### config.mk
export PLATFORM = sky130hd
export DESIGN_NAME = adsc_digit_scanner
export DESIGN_NICKNAME = d
export VERILOG_FILES = /design/src/rtl/adsc_pkg.sv /design/src/rtl/adsc_slot_timer.sv /design/src/rtl/adsc_digit_ptr.sv /design/src/rtl/adsc_drive_mux.sv /design/src/rtl/adsc_digit_scanner.sv
export SDC_FILE = /design/constraint.sdc
export NUM_CORES = 1
export LEC_CHECK = 0
export BUFFER_PORTS_ARGS = -buffer_cell sky130_fd_sc_hd__buf_2
export CAP_MARGIN = 20
export CORE_MARGIN = 1.5
export CORE_UTILIZATION = 49
export CTS_CLUSTER_SIZE = 24
export DETAILED_ROUTE_END_ITERATION = 10
export GPL_ROUTABILITY_DRIVEN = 1
export HOLD_SLACK_MARGIN = 0.03
export PLACE_DENSITY = 0.71
export SLEW_MARGIN = 40
export SYNTH_ARGS = -nofsm -noshare
export SYNTH_HDL_FRONTEND = slang
export SYNTH_HIERARCHICAL = 1
export SYNTH_SLANG_ARGS = --single-unit
### constraint.sdc
create_clock -name clk -period 7.1 [get_ports clk]
set_input_delay 0.355 -clock clk [delete_from_list [all_inputs] [get_ports clk]]
set_output_delay 0.355 -clock clk [all_outputs]
set_load 0.02 [all_outputs]
### src/rtl/adsc_pkg.sv
package adsc_pkg;
   localparam int BCD_W = 4;
   typedef logic [BCD_W-1:0] bcd_t;
endpackage

### src/rtl/adsc_slot_timer.sv
module adsc_slot_timer
#(
   parameter int SLOT_CLKS  = 200,
   parameter int LEAD_EXTRA = 1,
   parameter int STROBE_OFS = 100
)
(
   input  logic clk,
   input  logic rst_n,
   input  logic clr_i,
   input  logic run_i,
   input  logic lead_i,
   output logic last_o,
   output logic mid_o
);
   localparam int LEAD_LEN = SLOT_CLKS + LEAD_EXTRA;
   localparam int CNT_W    = $clog2(LEAD_LEN);
   localparam logic [CNT_W-1:0] LEAD_LAST = CNT_W'(LEAD_LEN - 1);
   localparam logic [CNT_W-1:0] BODY_LAST = CNT_W'(SLOT_CLKS - 1);
   localparam logic [CNT_W-1:0] LEAD_MID  = CNT_W'(STROBE_OFS + LEAD_EXTRA);
   localparam logic [CNT_W-1:0] BODY_MID  = CNT_W'(STROBE_OFS);

   logic [CNT_W-1:0] cnt_q;

   // slot end and strobe point depend on whether the lead slot is running
   assign last_o = lead_i ? (cnt_q == LEAD_LAST) : (cnt_q == BODY_LAST);
   assign mid_o  = lead_i ? (cnt_q == LEAD_MID)  : (cnt_q == BODY_MID);

   always_ff @(posedge clk or negedge rst_n) begin
      if (!rst_n) begin
         cnt_q <= '0;
      end else if (clr_i) begin
         cnt_q <= '0;
      end else if (run_i) begin
         if (last_o) cnt_q <= '0;
         else        cnt_q <= cnt_q + 1'b1;
      end
   end
endmodule

### src/rtl/adsc_digit_ptr.sv
module adsc_digit_ptr
#(
   parameter int NUM_DIGITS = 5,
   parameter int IDX_W      = $clog2(NUM_DIGITS)
)
(
   input  logic             clk,
   input  logic             rst_n,
   input  logic             load_i,
   input  logic             rewind_i,
   input  logic             drop_i,
   input  logic             step_i,
   output logic [IDX_W-1:0] idx_o,
   output logic             pass_o,
   output logic             lead_o,
   output logic             tail_o
);
   localparam logic [IDX_W-1:0] LEAD_IDX = IDX_W'(NUM_DIGITS - 1);

   logic [IDX_W-1:0] idx_q;
   logic             pass_q;

   always_ff @(posedge clk or negedge rst_n) begin
      if (!rst_n) begin
         idx_q  <= LEAD_IDX;
         pass_q <= 1'b0;
      end else if (load_i) begin
         idx_q  <= LEAD_IDX;
         pass_q <= 1'b1;
      end else if (rewind_i) begin
         idx_q  <= LEAD_IDX;
         pass_q <= 1'b0;
      end else if (drop_i) begin
         pass_q <= 1'b0;
      end else if (step_i) begin
         if (idx_q == '0) begin
            idx_q  <= LEAD_IDX;
            pass_q <= 1'b0;
         end else begin
            idx_q  <= idx_q - 1'b1;
         end
      end
   end

   assign idx_o  = idx_q;
   assign pass_o = pass_q;
   assign lead_o = (idx_q == LEAD_IDX);
   assign tail_o = (idx_q == '0);
endmodule

### src/rtl/adsc_drive_mux.sv
module adsc_drive_mux
   import adsc_pkg::*;
#(
   parameter int NUM_DIGITS = 5,
   parameter int IDX_W      = $clog2(NUM_DIGITS)
)
(
   input  logic [NUM_DIGITS*BCD_W-1:0] digits_i,
   input  logic [IDX_W-1:0]            idx_i,
   input  logic                        show_i,
   input  logic                        zero_i,
   input  logic                        strobe_i,
   output logic [NUM_DIGITS-1:0]       sel_o,
   output logic [BCD_W-1:0]            bcd_o,
   output logic                        strobe_n_o
);
   bcd_t masked [NUM_DIGITS];
   bcd_t acc;

   for (genvar k = 0; k < NUM_DIGITS; k++) begin : g_digit
      assign sel_o[k]  = show_i & (idx_i == IDX_W'(k));
      assign masked[k] = sel_o[k] ? digits_i[k*BCD_W +: BCD_W] : '0;
   end

   always_comb begin
      acc = '0;
      for (int k = 0; k < NUM_DIGITS; k++) acc = acc | masked[k];
   end

   assign bcd_o      = zero_i ? '0 : acc;
   assign strobe_n_o = ~(show_i & strobe_i);
endmodule

### src/rtl/adsc_digit_scanner.sv
module adsc_digit_scanner
   import adsc_pkg::*;
#(
   parameter int NUM_DIGITS = 5,
   parameter int SLOT_CLKS  = 200,
   parameter int LEAD_EXTRA = 1,
   parameter int STROBE_OFS = 100
)
(
   input  logic                        clk,
   input  logic                        rst_n,
   input  logic                        done_i,
   input  logic [NUM_DIGITS*BCD_W-1:0] digits_i,
   input  logic                        ovr_i,
   input  logic                        refint_i,
   output logic [NUM_DIGITS-1:0]       sel_o,
   output logic [BCD_W-1:0]            bcd_o,
   output logic                        strobe_n_o
);
   localparam int IDX_W = $clog2(NUM_DIGITS);

   initial begin
      if (NUM_DIGITS < 2)          $error("NUM_DIGITS must be at least 2");
      if (SLOT_CLKS < 2)           $error("SLOT_CLKS must be at least 2");
      if (LEAD_EXTRA < 0)          $error("LEAD_EXTRA must not be negative");
      if (STROBE_OFS >= SLOT_CLKS) $error("STROBE_OFS must fall inside a slot");
   end

   logic                        active_q, blank_q, ovr_q;
   logic [NUM_DIGITS*BCD_W-1:0] data_q;
   logic [IDX_W-1:0]            idx;
   logic slot_last, mid_hit, strobe_pass, lead_slot, tail_slot;
   logic run, resume, enter_blank, step;

   assign run         = active_q & ~blank_q;
   assign resume      = ~done_i & blank_q & refint_i;
   // overranged results go dark right after the least significant strobe
   assign enter_blank = ~done_i & run & strobe_pass & ovr_q & tail_slot & mid_hit;
   assign step        = ~done_i & run & slot_last;

   always_ff @(posedge clk or negedge rst_n) begin
      if (!rst_n) begin
         active_q <= 1'b0;
         blank_q  <= 1'b0;
         ovr_q    <= 1'b0;
         data_q   <= '0;
      end else if (done_i) begin
         active_q <= 1'b1;
         blank_q  <= 1'b0;
         ovr_q    <= ovr_i;
         data_q   <= digits_i;
      end else if (resume) begin
         blank_q  <= 1'b0;
      end else if (enter_blank) begin
         blank_q  <= 1'b1;
      end
   end

   adsc_slot_timer #(
      .SLOT_CLKS (SLOT_CLKS),
      .LEAD_EXTRA(LEAD_EXTRA),
      .STROBE_OFS(STROBE_OFS)
   ) u_timer (
      .clk   (clk),
      .rst_n (rst_n),
      .clr_i (done_i | resume),
      .run_i (run),
      .lead_i(lead_slot),
      .last_o(slot_last),
      .mid_o (mid_hit)
   );

   adsc_digit_ptr #(
      .NUM_DIGITS(NUM_DIGITS),
      .IDX_W     (IDX_W)
   ) u_ptr (
      .clk     (clk),
      .rst_n   (rst_n),
      .load_i  (done_i),
      .rewind_i(resume),
      .drop_i  (enter_blank),
      .step_i  (step),
      .idx_o   (idx),
      .pass_o  (strobe_pass),
      .lead_o  (lead_slot),
      .tail_o  (tail_slot)
   );

   adsc_drive_mux #(
      .NUM_DIGITS(NUM_DIGITS),
      .IDX_W     (IDX_W)
   ) u_mux (
      .digits_i  (data_q),
      .idx_i     (idx),
      .show_i    (run),
      .zero_i    (ovr_q),
      .strobe_i  (strobe_pass & mid_hit),
      .sel_o     (sel_o),
      .bcd_o     (bcd_o),
      .strobe_n_o(strobe_n_o)
   );
endmodule

# Word-level counts from Yosys, hierarchy flattened
# Index checks and enable logic that the tools add are counted.
[totals]
ff_bits = 35
word_cells = 74
output_inout_bits = 10
[classes]
n_addsub = 2
bitwise = 24
eq_ne = 9
n_reduce_logical = 8
mux = 24
[ops]
columns = ["cell", "count"]
rows = [
  ["$mux W4", 6],
  ["$mux W8", 3],
  ["$and A1 B1 Y1", 16],
  ["$eq A8 B7 Y1 const B", 2],
  ["$eq A8 B8 Y1 const B", 2],
  ["$or A4 B4 Y4", 4],
  ["$mux W3", 5],
  ["$mux W1", 10],
  ["$add A8 B1 Y8 const B", 1],
  ["$reduce_bool A4 Y1", 2],
  ["$eq A3 B2 Y1 const B", 2],
  ["$reduce_bool A3 Y1", 2],
  ["$reduce_and A2 Y1", 2],
  ["$eq A3 B1 Y1 const B", 1],
  ["$eq A3 B3 Y1 const B", 1],
  ["$logic_not A3 Y1", 1],
  ["$ne A3 B3 Y1 const B", 1],
  ["$not A1 Y1", 3],
  ["$sub A3 B1 Y3 const B", 1],
  ["$reduce_bool A2 Y1", 1],
  ["$or A1 B1 Y1", 1],
]

# Depth between registers and ports, before layout
# Gate-level depths: netlist of run 1.
[logic_depth]
word_depth = 10
depth_mapped = 9

# By module
# The synthesis of run 1 kept the hierarchy.
[modules_own_cells]
columns = ["mod", "n_inst", "cells_each", "seq_area_each_um2", "area_each_um2"]
rows = [
  ["adsc_digit_scanner", 1, 59, 575.6, 984.7],
  ["adsc_slot_timer", 1, 59, 200.2, 533.0],
  ["adsc_drive_mux", 1, 36, 0.0, 290.3],
  ["adsc_digit_ptr", 1, 19, 101.3, 211.5],
]

# Worst setup path after synthesis of run 1
# No wires, ideal clock.
[synth_timing]
kind = "register to register"
start = "register u_ptr.idx_q[2], in the netlist u_ptr/idx_o[2]"
end = "register u_ptr.idx_q[2], in the netlist u_ptr/idx_o[2]"
path_slack_ps = 4270
setup_ps = 88
arrival_ps = 2742
path_stages_with_launch = 10
t_required_ps = 7012
synth_period_minus_slack_ps = 2830
path_buffers = 0
cell_sequence = "dfstp_2 nor3b_1 xor2_1 or4b_1 nor4b_2 nand4_1 nor3_1 nor4b_2 xor2_1 or3_1"
[synth_between]
elab_cells_between_ends = 16
[synth_lines]
columns = ["item", "line_no", "text"]
rows = [
  ["from (decl)", "adsc_digit_ptr.sv:20", "logic [IDX_W-1:0] idx_q;"],
  ["from (signal assigned)", "adsc_digit_ptr.sv:40", "idx_q <= idx_q - 1'b1;"],
  ["$eq A3 B3 Y1", "adsc_digit_ptr.sv:47", "assign lead_o = (idx_q == LEAD_IDX);"],
  ["net lead_slot", "adsc_digit_scanner.sv:32", "logic slot_last, mid_hit, strobe_pass, lead_slot, tail_slot;"],
  ["$mux W1", "adsc_slot_timer.sv:27", "assign mid_o = lead_i ? (cnt_q == LEAD_MID) : (cnt_q == BODY_MID);"],
  ["net mid_hit", "adsc_digit_scanner.sv:32", ""],
  ["$and A1 B1 Y1", "adsc_digit_scanner.sv:38", "assign enter_blank = ~done_i & run & strobe_pass & ovr_q & tail_slot & mid_hit;"],
  ["net enter_blank", "adsc_digit_scanner.sv:33", "logic run, resume, enter_blank, step;"],
  ["$ne A3 B3 Y1 (no line)", "-", ""],
  ["$reduce_and A2 Y1 (no line)", "-", ""],
]
# The timed path passes the listed nets, and every way through them passes these cells. The select of a mux whose other input is x is not followed.
# A chain may end at the register's enable or synchronous reset.

# Final worst setup path of run 1
# Ends and elaborated chain as after synthesis.

==> summary.md, run 1 <==
| Metric | Value |
|---|---|
| Synth Area in Simple Gates | about 22% |
| Drc violations | 0 |
| Max Freq | a little over 0.3 GHz |
| Via density per instance | between 5 and 6 |
| Worst-Margin Slew | ~0.80 ns |
| Crit path buffers/inverters | 0 |
| Placed cell areas | around 0.0022 sq mm |
| R2R depth | 9 |
| Ports | 35 |
| Final hold vios | 0 |
| Multiplexer area fraction after synthesis | 17.1% |
| Register Area | approximately 880 sq um |
| Ant. Diodes | 0 |
| # setup viols final | 0 |
| Die height | 67.2 um |
| Routed WL | just over 4 mm |
| Setup Crit Path Kind | reg2reg |
| Crit path max fanout | 16 |
| Area of the die | ~0.0045 sq mm |
| CTS sink cnt | 35 |
| Sequential share of power | approximately half |
| Tcrit/Tclk final | a little under half |
| Flops & latches, synth | 35 |
| Drt pass-1 iters | 4 |
| Worst ir drop on vdd | around 0.13 mV |
| Clk slew on worst S/H paths | around 0.070 ns |
| Area grow syn2layout | 12.0% |
| Initial antenna violation count | 0 |
| GRT Resource Usage Total | between 10% and 20% |
| WL per Instance | approximately 16 um |
| Combinational family with the most area after synthesis | simple AND/OR/NAND/NOR gates |
| Synth Area in Adders | less than 1% |
| Post-synth ARST share | 100% |
| Syn Inst Count | 173 |
| Period minus WS final | between 3 and 4 ns |
| Comb power frac | between 10 and 15% |
| Share of layout cells above drive strength 1 | between 30% and 40% |
| Compound-Gate Fraction of Synth Area | roughly a tenth |
| Clock latency on the worst-skew pair | 0.28 ns |
| Pin count of the biggest net entering global routing | 36 |
| CP max-delay cell | dfstp_2 |
| CTS tree | done |
| Lkg Pwr | around 0.98 nW |
| Final Cell Area | 0.00226 sq mm |
| Routability Congestion | between 0.7 and 0.8 |
| Switching power | 103 uW |
| Max incr delay on CP | around 0.67 ns |
| Fin. max-slew vios | 0 |
| Crit-path cells | nor3b_1 > xor2_1 > or4b_1 > nor4b_2 > nand4_1 > nor3_1 > nor4b_2 > xor2_1 > or3_1 |
| Final Power | 434 uW |
| Part of the power in the clock network | a little over a third |
| Core area | between 0.003 and 0.004 sq mm |
| Fin Setup TNS | 0 ns |
| Port bufs | 34 |
| Net count of the finished layout | between 200 and 250 |
| Hold_ws | 0.00909 ns |
| Post-CTS Hold Buffers | 0 |
| Syn nets | around 200 |
| CP Capture Type | register |
| Site Rows | 23 |
| Path category of the worst min-delay check | in2async |
| XOR/XNOR share of the synthesized area | under 10% |
| Predominant post-synthesis flop cell | dfrtp_1 |
| Initial Util | between 50% and 60% |
| Post_cts resized | 0 |
| Area of the multi-input gates | ~0.0010 sq mm |
| First-pass GRT wire length | 6.68 mm |
| Vias in the first global route | between 1000 and 1500 |
| Switching Share | a little under a quarter |
| Clock skew | between 0.003 and 0.004 ns |
| Commonest non-fill, non-tap cell in the layout | dfrtp_1 |
| Gr ovfl total | 0 |
| Mean Syn Cell Area | between 10 and 15 sq um |
| Iter 0 DRT Violations | 55 |
| Flop-to-flop setup slack | 3.88 ns |
| Num CTS Buffers | 5 |
| Worst r2r dst | u_ptr/idx_o[2] |
| Via count | about 1400 |
| Die span in x | between 60 and 70 um |
| RSZ-0062 raised after global routing | false |
| Commonest non-fill, non-tap cells in the layout | dfrtp_1 (34), buf_2 (33), mux2_4 (14) |
| Max Cap Viol | 0 |
| CP Data Required Time | between 7 and 8 ns |
| Root Buffer | clkbuf_8 |
| Reg2reg start | u_ptr/idx_o[2] |
| Setup Fix Bufs, Post-CTS | 0 |
| # fillers | 362 |
| Post-synthesis sequential area ratio | 43.4% |
| Synthesis Warnings | 6 |
| CP delay by family, top | simple AND/OR/NAND/NOR gates |
| Outcome | finished clean |
| Worst slew margin | between 40% and 50% |
| Synthesized area | around 0.0020 sq mm |
| Worst endpoint data arrival time | roughly 3.4 ns |
| ANT nets after route | 0 |
| Power per standard cell area | between 150 and 200 mW/mm^2 |
| Placed wire-length estimate | approximately 2.9 mm |
| Pint | around 330 uW |
| EDFF count, synth | 0 |
| CTS H-tree lvls | 2 |
| Crit start category | register |
| Distinct cells, synth | 48 |
| Maximum root-to-sink buffer count | 2 |
==> per-stage QoR <==
| stage | cells | utilization, % | setup WS (ns) |
|---|---|---|---|
| global route | 255 | 56.9 | 3.69 |
| global placement | 247 | 54.3 | 4.04 |
| CTS | 255 | 56.9 | 3.87 |
| floorplan | 173 | - | 4.27 |
| finish | 255 | 56.9 | 3.88 |
| detailed placement | 247 | 54.3 | 3.88 |
==> cell usage after synthesis, types with 3 or more instances <==
cell | number | area share [%]
a21oi_1 | 6 | 1.5
a22oi_1 | 4 | 1.5
and3b_1 | 9 | 3.9
buf_6 | 5 | 2.8
dfrtp_1 | 34 | 42
inv_1 | 3 | 0.56
mux2_2 | 12 | 6.7
mux2_4 | 14 | 10
nand2_1 | 9 | 1.7
nand2b_1 | 7 | 2.2
nand3_1 | 3 | 0.74
nand4_1 | 4 | 1.2
nor2_1 | 7 | 1.3
nor3_1 | 3 | 0.74
nor3b_1 | 3 | 1.1
o21ai_0 | 4 | 0.99
o32ai_1 | 3 | 1.3
xor2_1 | 4 | 1.7
==> state kept, by name, summed over array words and instances, names as in the netlist <==
register and cells:
ovr_q 1, active_q 1, data_q 20, blank_q 1
u_timer/cnt_q 8, u_ptr/pass_o 1, u_ptr/idx_o 3
==> layer usage <==
layer / global-route usage (%) / part of all wire (%)
met5: 0 / 0
met3: 4.33 / 4.7
met4: 6.89 / 1.2
met1: 25.7 / 47
met2: 33.2 / 47
==> how the worst max path moves through the flow <==
stage | cells after the start | slack, ns | startpoint | to
global route | 9 | 3.69 | u_ptr/idx_o[2] | u_ptr/idx_o[1]
detailed placement | 9 | 3.88 | u_ptr/idx_o[2] | u_ptr/idx_o[2]
floorplan | 9 | 4.27 | u_ptr/idx_o[2] | u_ptr/idx_o[2]
global placement | 9 | 4.04 | u_ptr/idx_o[2] | u_ptr/idx_o[2]
finish | 9 | 3.88 | u_ptr/idx_o[2] | u_ptr/idx_o[2]
CTS | 9 | 3.87 | u_ptr/idx_o[2] | u_ptr/idx_o[2]
==> layout make-up <==
type	count	area share [%]
multi-input combinational	125	45.9
clock buffer	8	4.43
tap	50	2.77
inverter	3	0.498
sequential	35	38.8
timing repair buffer	34	7.64
==> power by group through the flow <==
stage / Combinational [mW] / Clock [mW] / Sequential [mW]
final: 0.0524 / 0.158 / 0.224
after global routing: 0.0579 / 0.169 / 0.225
after CTS: 0.0529 / 0.161 / 0.224
after detailed placement: 0.0523 / 0 / 0.228
after global placement: 0.0505 / 0 / 0.227
after floorplan: 0.0386 / 0 / 0.223
==> cells by family after synthesis <==
logic type | Yosys count
AOI/OAI and AO/OA | 28
xor gates and xnor gates | 4
adders and majority gates | 1
buffers and inverters | 13
DFF | 35
muxes | 26
and+or+nand+nor | 66
Power figures use the tool's default switching activity.
==> inputs of run 2 (changes only) <==
Clock period 7.1 ns to 3 ns, I/O delays scaled along.
==> run 2 against run 1 <==
Effect of this change:
- total power is 140% higher
- non-clock buffer count is 6 higher
- combinational power is 140% higher
- critical endpoint unchanged
- worst setup slack worse by 3.6 ns
- worst hold slack better by 0.048 ns
- register-to-register slack worse by 3.6 ns
- via count is 4.7% higher
- sequential cell count stayed put
==> summary.md, run 2 (synthesized netlist as in run 1, its figures left out) <==
| Metric | Value |
|---|---|
| CP delay by family, top | simple AND/OR/NAND/NOR gates |
| Clock latency on the worst-skew pair | slightly below 0.3 ns |
| Maximum root-to-sink buffer count | 2 |
| Worst r2r dst | u_ptr/idx_o[2] |
| Crit path buffers/inverters | 1 |
| Commonest non-fill, non-tap cells in the layout | dfrtp_1 (34), buf_2 (33), mux2_4 (14) |
| Crit-path cells | nor3b_1 > buf_4 > xor2_1 > or4b_1 > nor4b_2 > nand4_1 > nor3_2 > nor4b_2 > xor2_1 > or3_1 |
| Most flop-heavy register | data_q |
| Gr ovfl total | 0 |
| Placed wire-length estimate | roughly 2.8 mm |
| Worst slew margin | a little under half |
| Num CTS Buffers | 5 |
| Site Rows | 23 |
| Crit path max fanout | 3 |
| Clock skew | between 0.004 and 0.005 ns |
| Vias in the first global route | around 1400 |
| Ports | 35 |
| Setup Fix Bufs, Post-CTS | 0 |
| Drt pass-1 iters | 4 |
| Core area | 0.00397 sq mm |
| R2R depth | 10 |
| Lkg Pwr | 1.02 nW |
| Hold Crit Depth | 2 |
| CP Data Required Time | 3.22 ns |
| CTS H-tree lvls | 2 |
| Via density per instance | roughly 5.8 |
| Worst slack, placed | between 0.15 and 0.2 ns |
| Max Cap Viol | 0 |
| Commonest non-fill, non-tap cell in the layout | dfrtp_1 |
| Initial antenna violation count | 0 |
| Final Cell Area | between 0.002 and 0.0025 sq mm |
| Area of the die | 0.00452 sq mm |
| Routed WL | a little over 4 mm |
| Worst endpoint data arrival time | approximately 3.0 ns |
| CP Capture Type | register |
| CTS sink cnt | 35 |
| Period minus WS final | ~2.8 ns |
| WL per Instance | approximately 16 um |
| # setup viols final | 0 |
| Power per standard cell area | about 450 mW/mm^2 |
| Routability Congestion | a little over 0.8 |
| Outcome | finished clean |
| CTS tree | done |
| # fillers | roughly 340 |
| Setup Crit Path Kind | reg2reg |
| Clk slew on worst S/H paths | approximately 0.070 ns |
| Path category of the worst min-delay check | in2reg |
| GRT Resource Usage Total | 20.0% |
| Flop-to-flop setup slack | 0.24 ns |
| Max FFs per register | 20 |
| Pin count of the biggest net entering global routing | 36 |
| ANT nets after route | 0 |
| Fin Setup TNS | 0 ns |
| Share of layout cells above drive strength 1 | between 40% and 50% |
| Placed cell areas | about 0.0022 sq mm |
| Reg2reg start | u_ptr/idx_o[2] |
| Final hold vios | 0 |
| First-pass GRT wire length | between 6 and 7 mm |
| Fin. max-slew vios | 0 |
| Area grow syn2layout | 14.6% |
| Die span in x | 67.2 um |
| Hold Path Origin | refint_i |
| End of the worst hold path | blank_q |
| Iter 0 DRT Violations | ~110 |
| Initial Util | between 50% and 60% |
| Crit start category | register |
| Net count of the finished layout | 236 |
| CP max-delay cell | dfstp_2 |
| Hold_ws | roughly 0.057 ns |
| Port bufs | 34 |
| Worst-Margin Slew | about 0.79 ns |
| Setup WS post-layout | between 0.2 and 0.25 ns |
| Worst ir drop on vdd | approximately 0.29 mV |
| Max incr delay on CP | roughly 0.53 ns |
| Root Buffer | clkbuf_8 |
| Die height | between 60 and 70 um |
| Via count | about 1500 |
| Ant. Diodes | 0 |
| RSZ-0062 raised after global routing | false |
| Tcrit/Tclk final | between 90 and 100% |
| Max Freq | approximately 0.36 GHz |
| Drc violations | 0 |
run 2: worst max path at each step:
| stage | start | end | slack [ns] | cells past startpoint |
|---|---|---|---|---|
| 3_3_place_gp | u_ptr/idx_o[2] | u_ptr/idx_o[2] | 0.18 | 10 |
| 4_1_cts | u_ptr/idx_o[2] | u_ptr/idx_o[2] | 0.1 | 10 |
| 2_1_floorplan | u_ptr/idx_o[2] | u_ptr/idx_o[2] | 0.17 | 9 |
| 6_report | u_ptr/idx_o[2] | u_ptr/idx_o[2] | 0.24 | 10 |
| 5_1_grt | u_ptr/idx_o[2] | u_ptr/idx_o[2] | 0.008 | 10 |
| 3_5_place_dp | u_ptr/idx_o[2] | u_ptr/idx_o[2] | 0.18 | 10 |
run 2: metrics by stage:
| step | util [%] | cells | power, mW |
|---|---|---|---|
| floorplan | - | 173 | 0.619 |
| global placement | 55.3 | 252 | 0.655 |
| detailed placement | 55.3 | 252 | 0.661 |
| CTS | 58.1 | 261 | 1.04 |
| global route | 58.3 | 261 | 1.08 |
| finish | 58.3 | 261 | 1.03 |
run 2: where the power goes:
part	internal (mW)	switching, mW	leakage (nW)
registers	0.504	0.0253	0.425
clock network	0.210	0.170	0.0515
logic	0.0701	0.0544	0.539
total	0.783	0.250	1.02
run 2: cell type report:
cell class                      count  area [sq um]  share of cell area, %
Timing Repair Buffer               40           220                   9.52
Sequential cell                    35           877                   37.9
Multi-Input combinational cell    125          1040                   45.1
Clock buffer                        8           100                   4.33
Tap cell                           50          62.6                   2.70
Inverter                            3          11.3                  0.487
run 2: timing repair:
| action | 4_1_cts | 5_1_grt |
|---|---|---|
| resized for setup | 0 | 1 |
| setup endpoints to repair | 0 | 3 |
| hold buffers | 1 | 0 |
| hold endpoints to repair | 34 | 0 |
run 2: routing by layer:
metal / vias up / track usage, % / routed length, um
met3: 7 / 5.00 / 230
met5: - / 0 / 0
met1: 739 / 26.5 / 1900
met4: 0 / 9.18 / 73
li1: 713 / - / -
met2: 44 / 30.9 / 1870
